`config.mk`:
```
export PLATFORM = sky130hd
export DESIGN_NAME = vram_bank_mapper
export DESIGN_NICKNAME = d
export VERILOG_FILES = /design/src/rtl/vbm_pkg.sv /design/src/rtl/vbm_rst_sync.sv /design/src/rtl/vbm_view_map.sv /design/src/rtl/vbm_lane_gen.sv /design/src/rtl/vbm_rd_steer.sv /design/src/rtl/vram_bank_mapper.sv
export SDC_FILE = /design/constraint.sdc
export NUM_CORES = 1
export LEC_CHECK = 0
export ABC_AREA = 1
export ABC_CLOCK_PERIOD_IN_PS = 5600
export BUFFER_PORTS_ARGS = -buffer_cell sky130_fd_sc_hd__buf_2
export CORE_AREA = 2 2 115 117
export CTS_BUF_LIST = sky130_fd_sc_hd__clkbuf_4
export DETAILED_ROUTE_END_ITERATION = 6
export DIE_AREA = 0 0 117 119
export GPL_TIMING_DRIVEN = 1
export SYNTH_ARGS = -nofsm -noshare
export SYNTH_HDL_FRONTEND = slang
export SYNTH_SLANG_ARGS = --single-unit
```
`constraint.sdc`:
```
create_clock -name clk -period 5.6 [get_ports clk]
set_input_delay 0.56 -clock clk [delete_from_list [all_inputs] [get_ports clk]]
set_output_delay 0.56 -clock clk [all_outputs]
set_load 0.01 [all_outputs]
```
`src/rtl/vbm_pkg.sv`:
```
package vbm_pkg;
  typedef enum logic [1:0] {
    SZ_BYTE = 2'd0,
    SZ_HALF = 2'd1,
    SZ_WORD = 2'd2,
    SZ_RSVD = 2'd3
  } acc_size_e;

  localparam int unsigned LANES = 4;
endpackage

```
`src/rtl/vbm_rst_sync.sv`:
```
module vbm_rst_sync (
  input  logic clk,
  input  logic rst_n,
  output logic rst_sync_n
);
  logic meta_q;

  always_ff @(posedge clk or negedge rst_n) begin
    if (!rst_n) begin
      meta_q     <= 1'b0;
      rst_sync_n <= 1'b0;
    end else begin
      meta_q     <= 1'b1;
      rst_sync_n <= meta_q;
    end
  end
endmodule

```
`src/rtl/vbm_view_map.sv`:
```
// Maps an offset (byte bits 1:0 removed) to bank and bank-local word.
module vbm_view_map #(
  parameter int OFFSET_W = 23,
  localparam int WORD_AW = OFFSET_W - 3
) (
  input  logic                  seq_view,
  input  logic [OFFSET_W-1:2]   word_off,
  output logic                  bank,
  output logic [WORD_AW-1:0]    word
);
  always_comb begin
    if (seq_view) begin
      // sequential: top offset bit splits the space in halves
      bank = word_off[OFFSET_W-1];
      word = word_off[OFFSET_W-2:2];
    end else begin
      // interleaved: alternate banks every 32-bit word
      bank = word_off[2];
      word = word_off[OFFSET_W-1:3];
    end
  end
endmodule

```
`src/rtl/vbm_lane_gen.sv`:
```
// Legality check, byte enables and write-data placement.
module vbm_lane_gen
  import vbm_pkg::*;
(
  input  logic        we,
  input  logic [1:0]  size,
  input  logic [1:0]  lane,
  input  logic [31:0] wdata,
  output logic        legal,
  output logic [3:0]  be,
  output logic [31:0] wdata_lanes
);
  always_comb begin
    unique case (acc_size_e'(size))
      SZ_BYTE: begin
        legal = !we;
        be    = 4'b0001 << lane;
      end
      SZ_HALF: begin
        legal = !lane[0];
        be    = 4'b0011 << lane;
      end
      SZ_WORD: begin
        legal = (lane == 2'b00);
        be    = 4'b1111;
      end
      default: begin
        legal = 1'b0;
        be    = 4'b0000;
      end
    endcase
    wdata_lanes = wdata << {lane, 3'b000};
  end
endmodule

```
`src/rtl/vbm_rd_steer.sv`:
```
// Selects the bank read word and extracts the addressed bytes.
module vbm_rd_steer
  import vbm_pkg::*;
(
  input  logic        sel,
  input  logic [1:0]  lane,
  input  logic [1:0]  size,
  input  logic [31:0] rdata0,
  input  logic [31:0] rdata1,
  output logic [31:0] data
);
  logic [31:0]          word_sel;
  logic [2:0]           nbytes;
  logic [LANES-1:0][7:0] out_bytes;

  assign word_sel = sel ? rdata1 : rdata0;

  always_comb begin
    unique case (acc_size_e'(size))
      SZ_BYTE: nbytes = 3'd1;
      SZ_HALF: nbytes = 3'd2;
      default: nbytes = 3'd4;
    endcase
  end

  for (genvar g = 0; g < LANES; g++) begin : g_byte
    logic [2:0] src;
    logic       keep;
    assign src  = {1'b0, lane} + 3'(g);
    assign keep = (src < 3'd4) && (3'(g) < nbytes);
    assign out_bytes[g] = keep ? word_sel[{src[1:0], 3'b000} +: 8] : 8'h00;
  end

  assign data = out_bytes;
endmodule

```
`src/rtl/vram_bank_mapper.sv`:
```
module vram_bank_mapper #(
  parameter int OFFSET_W = 23,
  parameter int VIEW_BIT = 24,
  localparam int ADDR_W  = VIEW_BIT + 1,
  localparam int WORD_AW = OFFSET_W - 3
) (
  input  logic               clk,
  input  logic               rst_n,
  input  logic               req_valid,
  input  logic               req_we,
  input  logic [ADDR_W-1:0]  req_addr,
  input  logic [1:0]         req_size,
  input  logic [31:0]        req_wdata,
  input  logic               err_clr,
  output logic               bank_req,
  output logic               bank_sel,
  output logic               bank_we,
  output logic [WORD_AW-1:0] bank_addr,
  output logic [3:0]         bank_be,
  output logic [31:0]        bank_wdata,
  input  logic [31:0]        bank0_rdata,
  input  logic [31:0]        bank1_rdata,
  output logic               rd_valid,
  output logic [31:0]        rd_data,
  output logic               err_flag
);
  logic rst_sync_n;

  vbm_rst_sync u_rst (
    .clk        (clk),
    .rst_n      (rst_n),
    .rst_sync_n (rst_sync_n)
  );

  // bits between the offset and the view select take no part
  if (VIEW_BIT > OFFSET_W) begin : g_gap
    logic gap_unused;
    assign gap_unused = ^req_addr[VIEW_BIT-1:OFFSET_W];
  end

  // decode
  logic               map_bank;
  logic [WORD_AW-1:0] map_word;
  logic               lg_legal;
  logic [3:0]         lg_be;
  logic [31:0]        lg_wdata;

  vbm_view_map #(.OFFSET_W(OFFSET_W)) u_map (
    .seq_view (req_addr[VIEW_BIT]),
    .word_off (req_addr[OFFSET_W-1:2]),
    .bank     (map_bank),
    .word     (map_word)
  );

  vbm_lane_gen u_lane (
    .we          (req_we),
    .size        (req_size),
    .lane        (req_addr[1:0]),
    .wdata       (req_wdata),
    .legal       (lg_legal),
    .be          (lg_be),
    .wdata_lanes (lg_wdata)
  );

  // stage registers
  logic               s1_req_q, s1_req_d;
  logic               s1_we_q, s1_sel_q;
  logic [WORD_AW-1:0] s1_addr_q;
  logic [3:0]         s1_be_q;
  logic [31:0]        s1_wdata_q;
  logic [1:0]         s1_lane_q, s1_size_q;
  logic               s2_rd_q, s2_rd_d;
  logic               s2_sel_q;
  logic [1:0]         s2_lane_q, s2_size_q;
  logic               err_q, err_d;
  logic               accept, refuse;

  always_comb begin
    accept   = req_valid && lg_legal;
    refuse   = req_valid && !lg_legal;
    s1_req_d = accept;
    s2_rd_d  = s1_req_q && !s1_we_q;
    if (refuse)       err_d = 1'b1;
    else if (err_clr) err_d = 1'b0;
    else              err_d = err_q;
  end

  always_ff @(posedge clk or negedge rst_sync_n) begin
    if (!rst_sync_n) begin
      s1_req_q <= 1'b0;
      s2_rd_q  <= 1'b0;
      err_q    <= 1'b0;
    end else begin
      s1_req_q <= s1_req_d;
      s2_rd_q  <= s2_rd_d;
      err_q    <= err_d;
    end
  end

  always_ff @(posedge clk) begin
    if (accept) begin
      s1_we_q    <= req_we;
      s1_sel_q   <= map_bank;
      s1_addr_q  <= map_word;
      s1_be_q    <= lg_be;
      s1_wdata_q <= lg_wdata;
      s1_lane_q  <= req_addr[1:0];
      s1_size_q  <= req_size;
    end
    if (s1_req_q) begin
      s2_sel_q  <= s1_sel_q;
      s2_lane_q <= s1_lane_q;
      s2_size_q <= s1_size_q;
    end
  end

  vbm_rd_steer u_steer (
    .sel    (s2_sel_q),
    .lane   (s2_lane_q),
    .size   (s2_size_q),
    .rdata0 (bank0_rdata),
    .rdata1 (bank1_rdata),
    .data   (rd_data)
  );

  assign bank_req   = s1_req_q;
  assign bank_sel   = s1_sel_q;
  assign bank_we    = s1_we_q;
  assign bank_addr  = s1_addr_q;
  assign bank_be    = s1_be_q;
  assign bank_wdata = s1_wdata_q;
  assign rd_valid   = s2_rd_q;
  assign err_flag   = err_q;
endmodule

```
### Word-level counts from Yosys, hierarchy flattened

Index checks and enable logic that the tools add are counted.

| storage, ports and cells | value |
|---|---|
| flip-flop bits (word level) | 72 |
| input bits | 128 |
| output and inout bits | 93 |
| logic and storage cells | 63 |

| cells by class | value |
|---|---|
| $add $sub $neg | 3 |
| order comparisons | 8 |
| equal/unequal tests | 3 |
| shift-type cells | 7 |
| mux-type cells | 12 |
| reductions and logical operators | 15 |

Operators by type and width:

| kind | count |
|---|---|
| $shiftx A32 B6 Y8 | 4 |
| $mux W32 | 1 |
| $mux W8 | 4 |
| $shl A32 B5 Y32 | 1 |
| $mux W20 | 1 |
| $pmux W4 S3 | 1 |
| $lt A3 B3 Y1 const B | 3 |
| $logic_and A1 B1 Y1 | 7 |
| $add A2 B2 Y3 const B | 2 |
| $logic_not A2 Y1 | 3 |
| $lt A1 B3 Y1 const A | 2 |
| $lt A2 B3 Y1 const A | 2 |
| $pmux W3 S2 | 1 |
| $eq A2 B1 Y1 const B | 2 |
| $logic_not A1 Y1 | 4 |
| $shl A1 B2 Y4 const A | 1 |
| $shl A2 B2 Y4 const A | 1 |
| $add A2 B1 Y3 const B | 1 |
| $lt A2 B3 Y1 const B | 1 |
| $mux W1 | 3 |
| $pmux W1 S3 | 1 |
| $eq A2 B2 Y1 const B | 1 |
| $reduce_bool A2 Y1 | 1 |

### Longest topological paths before layout

| logic depth | value |
|---|---|
| depth in word-level cells | 5 |
| gate-level depth with buffers | 10 |
| mapped depth without buffers | 7 |

### Modules after synthesis

A second synthesis with hierarchy kept.

| second synthesis, totals | value |
|---|---|
| cells, all modules | 616 |
| area, all modules | 4545.6 µm² |

Modules (own cells, without submodules):

| module | times used | cells each | area each (µm²) | seq. area each (µm²) |
|---|---|---|---|---|
| vram_bank_mapper | 1 | 79 | 2120.8 | 2087.0 |
| vbm_rd_steer | 1 | 304 | 1356.3 | 0.0 |
| vbm_lane_gen | 1 | 162 | 737.0 | 0.0 |
| vbm_view_map | 1 | 68 | 277.8 | 0.0 |
| vbm_rst_sync | 1 | 3 | 53.8 | 50.0 |

### Worst setup path after synthesis

Ideal clock, no wire load.

| path | value |
|---|---|
| path kind | in2reg |
| from | input port req_addr[0] |
| to | register s1_req_q, in the netlist bank_req |
| setup time | 0.607 ns |
| arrival time | 5.550 ns |
| data required time | 4.993 ns |
| slack | -0.557 ns |
| stages | 5 |
| path buffers | 2 |
| cells stage by stage | buf_6 > buf_2 > nand2_1 > nand3_1 > a21boi_0 |

| between the ends | value |
|---|---|
| word-level cells in the longest chain between the ends | 3 |
| elaborated cells on any way between the ends | 4 |
| those cells by class | mux (1); reduce/logical (3) |

RTL lines:

| item | line | source |
|---|---|---|
| start: declaration | vram_bank_mapper.sv:11 | `input logic [ADDR_W-1:0] req_addr,` |
| $logic_not A2 Y1 or $logic_not A1 Y1 (tied branches) | vbm_lane_gen.sv:24, vbm_lane_gen.sv:20 |  |
| $pmux W1 S3 * | vbm_lane_gen.sv:14 | `unique case (acc_size_e'(size))` |
| $logic_and A1 B1 Y1 * | vram_bank_mapper.sv:79 | `accept = req_valid && lg_legal;` |
| net accept | vram_bank_mapper.sv:76 | `logic accept, refuse;` |
| end signal: assignment | vram_bank_mapper.sv:94 | `s1_req_q <= s1_req_d;` |
| end: declaration | vram_bank_mapper.sv:66 | `logic s1_req_q, s1_req_d;` |

Mark *: on every way through the listed nets, which the timed path passes. The rest lies on a longest branch.
A chain may end at the register's enable or synchronous reset.

### Final worst setup path

| path | value |
|---|---|
| from | register s2_lane_q[0] |
| to | output port rd_data[24] |

| between the ends | value |
|---|---|
| word-level cells in the longest chain between the ends | 4 |
| elaborated cells on any way between the ends | 5 |
| those cells by class | add/sub (1); order compare (1); shift (1); mux (1); reduce/logical (1) |

RTL lines:

| item | line | source |
|---|---|---|
| start: declaration | vram_bank_mapper.sv:74 | `logic [1:0] s2_lane_q, s2_size_q;` |
| start signal: assignment | vram_bank_mapper.sv:112 | `s2_lane_q <= s1_lane_q;` |
| $add A2 B2 Y3 * | vbm_rd_steer.sv:29 | `assign src = {1'b0, lane} + 3'(g);` |
| branches (longest 2 deep; another with $shiftx A32 B6 Y8) | n/a |  |
| $mux W8 * | vbm_rd_steer.sv:31 | `assign out_bytes[g] = keep ? word_sel[{src[1:0], 3'b000} +: 8] : 8'h00;` |
| end: declaration | vram_bank_mapper.sv:24 | `output logic [31:0] rd_data,` |

Mark *: on every way between the ends.

==> out/results.txt <==
The run finished with clean final reports. The tightest min-delay check is of the reg -> async type. The overall power after layout was 1.25 mW. Post-detailed-route wirelength per cell: 14.2 um. Of the total synthesized cell area, the portion taken by XOR and XNOR cells is 0%. For the number of nets in the layout, the log shows 875. Cells fill 43.2% of the core in the end.

The chip height was 119 um; the net count after synthesis was 673. In the final layout, the share of cells above drive strength 1 is 34.7%. The run gives 0 as the remaining antenna violation count after routing.

Summing the areas of all fa, ha and maj instances in the mapped netlist gives 0.865% of the synthesized area. Entering global routing, the biggest net connects 42 pins. The number of setup buffers added after CTS is 0. Measured along the x axis, the die boundary spans 117 um. The top fanout value on the critical path was 34; the number of levels in the clock H-tree was 3.

Area of the mapped netlist: 4340 um^2. Clock-pin slew was measured on the worst setup and hold paths at 100 ps. The first detailed-routing pass ran for 4 iterations. The root buffer selected by CTS is sky130_fd_sc_hd__clkbuf_4. The multiplexer fraction of the synthesized cell area came out at 0.259%. For this design the static power due to leakage is 2.75 nW. In this run the mean area of a mapped cell was 8.01 um^2. Number of failing hold endpoints at the final stage: 0. The initial utilization of the core area, before any placement, comes to 33.7%. The detailed router finished its first iteration with 335 violations.

The clock network is responsible for 19.8% of the overall power. Sequential cells account for 51.4% of the total power. Setup total negative slack: 0 ps. The number of synthesized flops with an enable pin was 67; the areal power density over the cells was 226 nW/um^2. Routability-driven placement finished with a final weighted congestion of 0.841. The run gives 0.854 mW as the cell-internal power. Data arrives at the worst endpoint at 3010 ps.

The tools report the max capacitance violation total as 0. For the detailed placer's ending HPWL, the log shows 10.1 mm. For the fill cell total of the finished layout, the log shows 1326. The run gives 280 MHz as the maximum operating frequency.

In this run the tightest slew margin relative to its limit is 33.5%. The most used flip-flop cell after synthesis is sky130_fd_sc_hd__edfxtp_1. Combinational cells account for 28.8% of the total power. The number of buffers created by CTS is 9, and the clock tree buffer depth is 2. The standard cell core area is 12900 um^2, and the simple logic cell fraction of the synthesized area is 31.2%. For the final database, setup skew stands at 3.44 ps. At the worst endpoint, the required time is 5040 ps.

The tools report the count of mapped cells out of synthesis as 542. The count of endpoints failing setup in the final report was 0; the initial antenna violation count was 2. For this block, the routed nets add up to 13.1 mm of wire. The logs give 0.401 mW for the net switching power and 4120 for the via count of the first global-routing pass.

The net switching fraction of the power came out at 31.9%. Pin slew with the least headroom to its limit: 995 ps. The clock insertion delay at the later pin of the skew report was 410 ps. During synthesis, Yosys emitted a total of 0 warnings.

Startpoint type of the worst setup path: a register. TritonCTS built the clock tree. Mean number of vias per cell: 4.76.

The post-detailed-route DRC marker count came out at 0. The run gives 18.5% as the overall routing resource usage. The final count of pins violating max slew is 0, and the post-synthesis sequential element count is 72. The tools report the count of unique library cells instantiated by Yosys as 32.

The worst-case IR drop observed on VDD is 145 uV. The fraction of the cycle the final worst path needs is 63.8%. The element type at the critical path end was an output pin. The post-route minimum period came out at 3570 ps. The async set-reset flop share out of synthesis works out to 6.94%. Input and output buffers added on the ports amount to 219. Global routing finished with a remaining overflow of 0.

The number of standard-cell rows in the floorplan was 42. The quantity of hold-fixing buffers added after cts came out at 1. The signed area change from the synthesized netlist to the final layout came out at 28.2%. In this run the count of I/O pins placed on the die edge is 221.

The commonest non-fill, non-tap cell in the layout is sky130_fd_sc_hd__buf_2. The top cell types in the final layout, fill and taps aside, are 219 x sky130_fd_sc_hd__buf_2, 177 x sky130_fd_sc_hd__nand2_1, 67 x sky130_fd_sc_hd__edfxtp_1, 63 x sky130_fd_sc_hd__nor2_1, 57 x sky130_fd_sc_hd__nand3_1. The tools report the global-route wire length before repair as 19.8 mm. The run gives 0 as the post-CTS resize count.

Setup repair after global routing left no endpoint under its margin. After synthesis, the largest family of logic cells by area is simple AND/OR/NAND/NOR gates. For this run, the register share of the synthesized area comes to 49.2%.

The startpoint-to-endpoint class of the critical path is reg -> out. The synthesized-area fraction occupied by ao, oa, aoi and oai cells is 9.83%. Clock tree synthesis found a total of 72 sinks. The total vias in the final route is 4401, and the die outline area is 13900 um^2.
## worst max-delay path, stage by stage (launching register included)
cell	delay, ps
sky130_fd_sc_hd__edfxtp_1	330
sky130_fd_sc_hd__buf_4	330
sky130_fd_sc_hd__inv_2	320
sky130_fd_sc_hd__ha_1	710
sky130_fd_sc_hd__inv_1	360
sky130_fd_sc_hd__nand2_1	160
sky130_fd_sc_hd__nand2_1	50
sky130_fd_sc_hd__nor2_1	150
sky130_fd_sc_hd__buf_2	160
## final cells by class
cell class	instances	area [um^2]	area share [%]
Inverter	35	139	2.50
Timing Repair Buffer	223	1130	20.3
Antenna cell	2	5.00	0.0899
Tap cell	176	220	3.96
Clock buffer	10	75.1	1.35
Sequential cell	72	2140	38.4
Multi-Input combinational cell	403	1850	33.2
Clock inverter	3	12.5	0.225
## power groups by stage
stage | sequential, mW | combinational (mW) | clock (mW)
floorplan | 0.677 | 0.202 | 0
global placement | 0.657 | 0.357 | 0
detailed placement | 0.657 | 0.362 | 0
CTS | 0.646 | 0.364 | 0.260
global route | 0.650 | 0.406 | 0.276
finish | 0.645 | 0.362 | 0.249
## path summary, 6_finish.rpt
| path | from | end | slack, ps | depth (start not counted) |
|---|---|---|---|---|
| min in group clk | err_clr | err_flag$_DFFE_PN0P_ | 340 | 2 |
| max in group asynchronous | rst_n | u_rst.rst_sync_n$_DFF_PN0_ | 5050 | 2 |
| hold / removal | u_rst.rst_sync_n$_DFF_PN0_ | rd_valid$_DFF_PN0_ | 50 | 0 |
| setup / recovery | s2_lane_q[0]$_DFFE_PP_ | rd_data[24] | 2030 | 8 |
| setup reg to reg | bank_req$_DFF_PN0_ | s2_size_q[0]$_DFFE_PP_ | 4780 | 0 |
| hold reg to reg | u_rst.rst_sync_n$_DFF_PN0_ | rd_valid$_DFF_PN0_ | 50 | 0 |
## cell usage after synthesis, types with 2 or more instances
cell type                    n  share of area [%]
sky130_fd_sc_hd__a21oi_1    21                2.4
sky130_fd_sc_hd__a22oi_1     8                1.4
sky130_fd_sc_hd__buf_2      11                1.3
sky130_fd_sc_hd__buf_4       5               0.86
sky130_fd_sc_hd__buf_6       5                1.3
sky130_fd_sc_hd__buf_8       2               0.69
sky130_fd_sc_hd__clkbuf_1    8               0.69
sky130_fd_sc_hd__dfrtp_1     5                2.9
sky130_fd_sc_hd__edfxtp_1   67                 46
sky130_fd_sc_hd__ha_1        3               0.86
sky130_fd_sc_hd__inv_1      32                2.8
sky130_fd_sc_hd__inv_2       2               0.17
sky130_fd_sc_hd__nand2_1   177                 15
sky130_fd_sc_hd__nand2_2     6               0.86
sky130_fd_sc_hd__nand2_4     4                1.0
sky130_fd_sc_hd__nand3_1    57                6.6
sky130_fd_sc_hd__nor2_1     63                5.4
sky130_fd_sc_hd__nor2_2      4               0.58
sky130_fd_sc_hd__o21ai_0    34                3.9
sky130_fd_sc_hd__o21ai_1     2               0.23
sky130_fd_sc_hd__o22ai_1     8                1.2
sky130_fd_sc_hd__or2_1       2               0.29
sky130_fd_sc_hd__or2_2       7                1.0
## through the flow
step | area [um^2] | cells | hold WS, ps | setup slack, ps
floorplan | 4340 | 542 | 26.5 | 1120
global placement | 5460 | 908 | 49.8 | 2430
detailed placement | 5460 | 908 | 55.4 | 2380
CTS | 5560 | 922 | 61.2 | 2040
global route | 5560 | 924 | 76.3 | 1760
finish | 5560 | 924 | 53.2 | 2030
## state kept, by name, summed over array words and instances, names as in the netlist
signal / cells
bank_wdata: 32
bank_addr: 20
bank_be: 4
s1_lane_q: 2
s1_size_q: 2
s2_lane_q: 2
s2_size_q: 2
bank_req: 1
bank_sel: 1
bank_we: 1
err_flag: 1
rd_valid: 1
s2_sel_q: 1
u_rst.meta_q: 1
u_rst.rst_sync_n: 1
## logic make-up (layout without fill, tap and decap cells)
group | count (synthesis) | count (layout)
AO/OA/AOI/OAI | 77 | 77
adder cells (fa/ha/maj) | 3 | 3
buffers and inverters | 67 | 271
flip-flops | 72 | 72
multiplexers | 1 | 1
other | 1 | 3
AND/OR/NAND/NOR | 321 | 321
## metal layers
layer	track usage, %	vias up	part of all wire, %
met1	20.4	1954	38
met3	5.95	15	12
met4	8.09	0	1.9
met2	32.2	231	48
li1	-	2201	-
met5	0	-	0
Power figures use the tool's default switching activity.
